===== config.mk =====
export PLATFORM = sky130hd
export DESIGN_NAME = irq_prio_ctrl
export DESIGN_NICKNAME = d
export VERILOG_FILES = /design/src/rtl/irq_prio_pkg.sv /design/src/rtl/irq_edge_detect.sv /design/src/rtl/irq_setclr_reg.sv /design/src/rtl/irq_level_encoder.sv /design/src/rtl/irq_prio_ctrl.sv
export SDC_FILE = /design/constraint.sdc
export NUM_CORES = 1
export LEC_CHECK = 0
export BUFFER_PORTS_ARGS = -buffer_cell sky130_fd_sc_hd__buf_2
export CAP_MARGIN = 20
export CORE_MARGIN = 8
export CORE_UTILIZATION = 51
export DETAILED_ROUTE_END_ITERATION = 7
export PLACE_DENSITY = 0.85
export SYNTH_ARGS = -nofsm -noshare
export SYNTH_HDL_FRONTEND = slang
export SYNTH_SLANG_ARGS = --single-unit

===== constraint.sdc =====
create_clock -name clk -period 2.4 [get_ports clk]
set_input_delay 0.48 -clock clk [delete_from_list [all_inputs] [get_ports clk]]
set_output_delay 0.48 -clock clk [all_outputs]
set_load 0.03 [all_outputs]

===== src/rtl/irq_prio_pkg.sv =====
package irq_prio_pkg;
   localparam int NSRC       = 14;
   localparam int REG_W      = 16;
   localparam int IPL_W      = 3;
   localparam int MASTER_BIT = REG_W - 1;
   localparam int TOP_LVL    = 6;

   // fixed grouping of source index onto processor level
   function automatic logic [IPL_W-1:0] src_level(input int idx);
      logic [IPL_W-1:0] lv;
      if (idx < 3)       lv = 3'd1;
      else if (idx < 4)  lv = 3'd2;
      else if (idx < 7)  lv = 3'd3;
      else if (idx < 11) lv = 3'd4;
      else if (idx < 13) lv = 3'd5;
      else               lv = 3'd6;
      return lv;
   endfunction

   function automatic logic [NSRC-1:0] level_mask(input int lvl);
      logic [NSRC-1:0] m;
      m = '0;
      for (int i = 0; i < NSRC; i++)
         if (int'(src_level(i)) == lvl) m[i] = 1'b1;
      return m;
   endfunction
endpackage


===== src/rtl/irq_edge_detect.sv =====
module irq_edge_detect #(
   parameter int  N          = 14,
   parameter bit  EDGE_MODE  = 1'b1
) (
   input  logic         clk,
   input  logic         rst_n,
   input  logic [N-1:0] lines,
   output logic [N-1:0] hit
);
   generate
      if (EDGE_MODE) begin : g_edge
         logic [N-1:0] prev_q;
         always_ff @(posedge clk or negedge rst_n) begin
            if (!rst_n) prev_q <= '0;
            else        prev_q <= lines;
         end
         for (genvar i = 0; i < N; i++) begin : g_bit
            assign hit[i] = lines[i] & ~prev_q[i];
         end

         // a pulse is reported only on a fresh rise
         assert_single_pulse_R2: assert property (@(posedge clk) disable iff (!rst_n)
            (hit != '0) |=> ((hit & $past(hit)) == '0));
      end else begin : g_level
         assign hit = lines;
      end
   endgenerate
endmodule


===== src/rtl/irq_setclr_reg.sv =====
module irq_setclr_reg #(
   parameter int            W     = 16,
   parameter logic [W-1:0]  VALID = '1
) (
   input  logic         clk,
   input  logic         rst_n,
   input  logic         wr_en,
   input  logic         wr_set,
   input  logic [W-1:0] wr_mask,
   input  logic [W-1:0] hw_set,
   output logic [W-1:0] q
);
   logic [W-1:0] set_v, clr_v, nxt;

   always_comb begin
      set_v = hw_set;
      clr_v = '0;
      if (wr_en) begin
         if (wr_set) set_v = set_v | wr_mask;
         else        clr_v = wr_mask;
      end
      // hardware set overrides software clear
      nxt = ((q & ~clr_v) | set_v) & VALID;
   end

   always_ff @(posedge clk or negedge rst_n) begin
      if (!rst_n) q <= '0;
      else        q <= nxt;
   end

   // a hardware set always lands, even against a clear
   assert_hw_set_lands_R4: assert property (@(posedge clk) disable iff (!rst_n)
      ((hw_set & VALID) != '0) |=> ((q & $past(hw_set & VALID)) == $past(hw_set & VALID)));

   // cleared bits without a competing set go to zero
   assert_clear_R3: assert property (@(posedge clk) disable iff (!rst_n)
      (wr_en && !wr_set) |=> ((q & $past(wr_mask & ~hw_set)) == '0));

   // set bits appear
   assert_set_R3: assert property (@(posedge clk) disable iff (!rst_n)
      (wr_en && wr_set) |=> ((q & $past(wr_mask & VALID)) == $past(wr_mask & VALID)));

   // unimplemented bits stay zero
   assert_unused_zero_R9: assert property (@(posedge clk) disable iff (!rst_n)
      (q & ~VALID) == '0);
endmodule


===== src/rtl/irq_level_encoder.sv =====
module irq_level_encoder
   import irq_prio_pkg::*;
#(
   parameter int N_SRC = NSRC,
   parameter int LVLS  = TOP_LVL,
   parameter int OUT_W = IPL_W
) (
   input  logic             clk,
   input  logic             rst_n,
   input  logic [N_SRC-1:0] pend,
   input  logic             master,
   output logic [OUT_W-1:0] ipl
);
   logic [LVLS:1] lvl_hit;

   generate
      for (genvar l = 1; l <= LVLS; l++) begin : g_lvl
         localparam logic [N_SRC-1:0] LMASK = level_mask(l);
         assign lvl_hit[l] = master & (|(pend & LMASK));
      end
   endgenerate

   always_comb begin
      ipl = '0;
      for (int l = 1; l <= LVLS; l++)
         if (lvl_hit[l]) ipl = OUT_W'(l);
   end

   // master off silences the output
   assert_master_gate_R6: assert property (@(posedge clk) disable iff (!rst_n)
      !master |-> (ipl == '0));
   // level 7 never produced
   assert_no_nmi_level_R8: assert property (@(posedge clk) disable iff (!rst_n)
      ipl != 3'd7);
   // a nonzero level needs some active source
   assert_level_backed_R8: assert property (@(posedge clk) disable iff (!rst_n)
      (ipl != '0) |-> (pend != '0));
endmodule


===== src/rtl/irq_prio_ctrl.sv =====
module irq_prio_ctrl
   import irq_prio_pkg::*;
#(
   parameter int N_SRC     = NSRC,
   parameter int RW        = REG_W,
   parameter bit EDGE_MODE = 1'b1
) (
   input  logic             clk,
   input  logic             rst_n,
   input  logic [N_SRC-1:0] src_irq,
   input  logic             wr_en,
   input  logic             wr_sel,
   input  logic             wr_set,
   input  logic [RW-1:0]    wr_data,
   output logic [RW-1:0]    req_rd,
   output logic [RW-1:0]    ena_rd,
   output logic [RW-1:0]    act_rd,
   output logic [IPL_W-1:0] ipl
);
   localparam int             MBIT      = RW - 1;
   localparam logic [RW-1:0]  SRC_MASK  = RW'((64'd1 << N_SRC) - 64'd1);
   localparam logic [RW-1:0]  ENA_MASK  = SRC_MASK | (RW'(1) << MBIT);

   generate
      if (N_SRC != NSRC) begin : g_bad_nsrc
         $error("irq_prio_ctrl: source grouping is fixed at %0d sources", NSRC);
      end
      if (N_SRC > RW - 2) begin : g_bad_width
         $error("irq_prio_ctrl: register too narrow for sources plus master");
      end
   endgenerate

   logic [N_SRC-1:0] rise;
   logic [RW-1:0]    rise_w;

   irq_edge_detect #(.N(N_SRC), .EDGE_MODE(EDGE_MODE)) u_edge (
      .clk(clk), .rst_n(rst_n), .lines(src_irq), .hit(rise));

   assign rise_w = RW'(rise);

   irq_setclr_reg #(.W(RW), .VALID(SRC_MASK)) u_req (
      .clk(clk), .rst_n(rst_n), .wr_en(wr_en && !wr_sel), .wr_set(wr_set),
      .wr_mask(wr_data), .hw_set(rise_w), .q(req_rd));

   irq_setclr_reg #(.W(RW), .VALID(ENA_MASK)) u_ena (
      .clk(clk), .rst_n(rst_n), .wr_en(wr_en && wr_sel), .wr_set(wr_set),
      .wr_mask(wr_data), .hw_set({RW{1'b0}}), .q(ena_rd));

   assign act_rd = req_rd & ena_rd;

   irq_level_encoder #(.N_SRC(N_SRC), .LVLS(TOP_LVL), .OUT_W(IPL_W)) u_enc (
      .clk(clk), .rst_n(rst_n), .pend(act_rd[N_SRC-1:0]),
      .master(ena_rd[MBIT]), .ipl(ipl));

   // the active view never shows a bit absent from either register
   assert_active_subset_R5: assert property (@(posedge clk) disable iff (!rst_n)
      ((act_rd & ~req_rd) == '0) && ((act_rd & ~ena_rd) == '0));
   // a write to the enable register leaves requests untouched unless a source rises
   assert_sel_isolation_R3: assert property (@(posedge clk) disable iff (!rst_n)
      (wr_en && wr_sel && rise == '0) |=> (req_rd == $past(req_rd)));
endmodule


==> summary.md <==
| Metric | Value |
|---|---|
| Sequential share of power | `0.431` |
| CP max stage cell | `a222oi_1` |
| Commonest non-fill, non-tap cell in the layout | `buf_2` |
| Pwr Density | `between 800 and 900 nW/µm²` |
| Routed Antenna Nets | `0` |
| Slew Limit Headroom | `0.614` |
| Share of cells above drive strength 1 | `0.415` |
| Cell Rows | `22` |
| Most frequent cells in the layout | `buf_2, dfrtp_1, nand2_1, inv_1, o21ai_0` |
| Area Overhead vs Synth | `24.5%` |
| Worst vdd ir | `around 530 µV` |
| Critical path cell sequence | `a222oi_1 > o221a_2 > a211oi_1 > buf_2` |
| Final net count | `between 200 and 300` |
| Remaining global-route overflow | `0` |
| Hold Vio Cnt, Final | `0` |
| Critical Path Start Type | `flop` |
| DRC | `0` |
| Worst path required time | `1920 ps` |
| CTS root buf | `clkbuf_8` |
| Crit share post-route | `0.933` |
| TNS Setup | `0 ps` |
| WL final | `approximately 4900 µm` |
| Post-route setup slack | `around 160 ps` |
| Ys Warns | `0` |
| Synth Area in Adders | `0` |
| Worst-margin pin slew | `579 ps` |
| Status | `finished, final reports clean` |
| Wire length per cell | `approximately 16 µm` |
| Compound-Gate Fraction of Synth Area | `0.0759` |
| Met1 Use GR | `0.174` |
| Internal Pwr Total | `0.00127 W` |
| Min Tclk post-route | `about 2200 ps` |
| CTS Buf Count | `5` |
| First-pass GRT wire length | `roughly 8000 µm` |
| Crit-path max FO | `4` |
| Global route hottest layer | `met2` |
| Clk pwr share | `0.225` |
| Slew Limit Fails | `0` |
| Fmax | `about 450 MHz` |
| Clk Latency, worst-skew pair | `290 ps` |
| Post_cts resized | `0` |
| IO Count | `86` |
| Crit path kind | `flop to primary output` |
| GRT Total Usage | `0.163` |
| Post-CTS setup buffers | `0` |
| Setup violators final | `0` |
| Largest net degree at the start of global routing | `30` |
| Hold-fix buffers, CTS | `0` |
| Fin cells | `301` |
| Via count | `between 1,500 and 2,000` |
| Placed instance count | `slightly below 300` |
| Die Wd | `about 79 µm` |
| Drt pass-1 iters | `4` |
| Met3 usage | `0.0524` |
| Initial core utilization | `0.537` |
| Net Sw Frac | `0.375` |
| I/O Buffers | `a little under 80` |
| XOR/XNOR Fraction of Synth Area | `0` |
| Die height | `~80 µm` |
| Combinational share of power | `0.344` |
| Maxcap violations | `0` |
| Hold Crit Class | `input port to async pin` |
| DRT iter0 DRCs | `just over 70` |
| Critical path endpoint category | `primary output` |
| CP peak stage delay | `roughly 520 ps` |
| Simple-gate share of the synthesized area | `0.136` |
| Initial antenna violation count | `0` |
| Static leakage | `roughly 1.3 nW` |
| H-tree levels | `2` |
| Skew final | `1.56 ps` |
| Pre-CTS setup slack | `~460 ps` |
| #FFs+latches synth | `43` |
| CTS tree | `yes` |
| Clk sinks | `43` |
| Die area | `roughly 6200 µm²` |
| Mux cell area share after synthesis | `0.174` |
| Vias in the first global route | `between 1,500 and 2,000` |
| GPL Wtd Cong | `between 0.7 and 0.8` |
| Post-DP HPWL | `around 3800 µm` |
| Longest Clk Path Bufs | `2` |
| Critical path arrival | `approximately 1800 ps` |
| Sw Pwr | `between 0.0007 and 0.0008 W` |
| Cells after synthesis | `around 170` |
| Antenna fix cells | `0` |
| Main combinational cell family by area after synthesis | `multiplexers` |
| Seq/Total Area, Yosys | `0.540` |
| Avg Inst Size Synth | `between 10 and 15 µm²` |
| Unique masters post-synth | `23` |
| Post-Syn Area | `roughly 2000 µm²` |
| Via/cell ratio | `5.04` |
| Clk slew on worst S/H paths | `roughly 70 ps` |
| Core ar. | `between 3000 and 4000 µm²` |
| RSZ-0062 raised after global routing | `false` |
| Met2 usage | `0.283` |
[worst max-delay path: cells and delay by family, from the launching register on]
family | cells | cell delay, ps
DFF | 1 | 420
buffers and inverters | 1 | 190
AOI/OAI and AO/OA | 3 | 860
[stage by stage]
stage           util  hold WS [ps]  total power [W]  cell area [µm²]
3_3_place_gp   0.644           392          0.00158             2390
5_1_grt        0.668          80.3          0.00212             2480
3_5_place_dp   0.644           389          0.00159             2390
4_1_cts        0.668          68.4          0.00205             2480
6_report       0.668          68.9          0.00203             2480
2_1_floorplan      -           184          0.00137             2010
[final timing paths]
| path | start | endpoint | slack [ps] | depth (start not counted) |
|---|---|---|---|---|
| min in group clk | src_irq[6] | u_edge.g_edge.prev_q[6] | 300 | 1 |
| hold reg to reg | u_edge.g_edge.prev_q[6] | u_req.q[6] | 420 | 1 |
| setup reg to reg | u_ena.q[15] | u_ena.q[15] | 1580 | 1 |
| hold / removal | rst_n | u_req.q[5] | 70 | 1 |
| setup / recovery | u_ena.q[4] | ipl[0] | 160 | 4 |
| max in group asynchronous | rst_n | u_req.q[12] | 1800 | 2 |
[logic make-up after synthesis]
family / after synthesis
AOI/OAI and AO/OA: 24
buffers and inverters: 29
DFF: 43
muxes: 29
other: 1
and+or+nand+nor: 48
[state kept, by name (all words and copies together), names as in the netlist]
name                  count
u_ena.q                  15
u_edge.g_edge.prev_q     14
u_req.q                  14
[synthesized netlist by cell type, drive strengths merged]
| cell type | count | area share |
|---|---|---|
| nand3 | 1 | 0.0025 |
| nand3b | 14 | 0.053 |
| a211oi | 1 | 0.0038 |
| clkbuf | 3 | 0.0056 |
| buf | 10 | 0.037 |
| o221a | 1 | 0.0056 |
| mux2i | 14 | 0.070 |
| a22oi | 3 | 0.011 |
| o21ai | 15 | 0.038 |
| a222oi | 2 | 0.010 |
| a221oi | 1 | 0.0044 |
| nand2 | 16 | 0.030 |
| and2 | 14 | 0.044 |
| dfrtp | 43 | 0.54 |
| conb | 1 | 0.0019 |
| nor2 | 2 | 0.0038 |
| a31oi | 1 | 0.0031 |
| mux2 | 15 | 0.10 |
| inv | 16 | 0.030 |
| or2 | 1 | 0.0031 |
[final cells by class]
cell class | count | area, µm²
Clock buffer | 6 | 82.6
Clock inverter | 1 | 5.00
Fill cell | 315 | 1230
Inverter | 16 | 60.1
Multi-Input combinational cell | 106 | 788
Sequential cell | 43 | 1080
Tap cell | 48 | 60.1
Timing Repair Buffer | 81 | 410
[routing by layer]
layer  part of all wire  up-vias
met5                  0        -
met4              0.016        0
met3              0.067        6
met2               0.52       49
met1               0.40      730
li1                   -      732
[power by group through the flow]
| stage | Sequential [W] | Clock (W) | Combinational, W |
|---|---|---|---|
| detailed placement | 0.000889 | 0 | 0.000705 |
| finish | 0.000873 | 0.000457 | 0.000697 |
| CTS | 0.000874 | 0.000470 | 0.000707 |
| floorplan | 0.00101 | 0 | 0.000360 |
| global placement | 0.000884 | 0 | 0.000694 |
| global route | 0.000886 | 0.000495 | 0.000744 |
(Power assumes the default switching activity.)
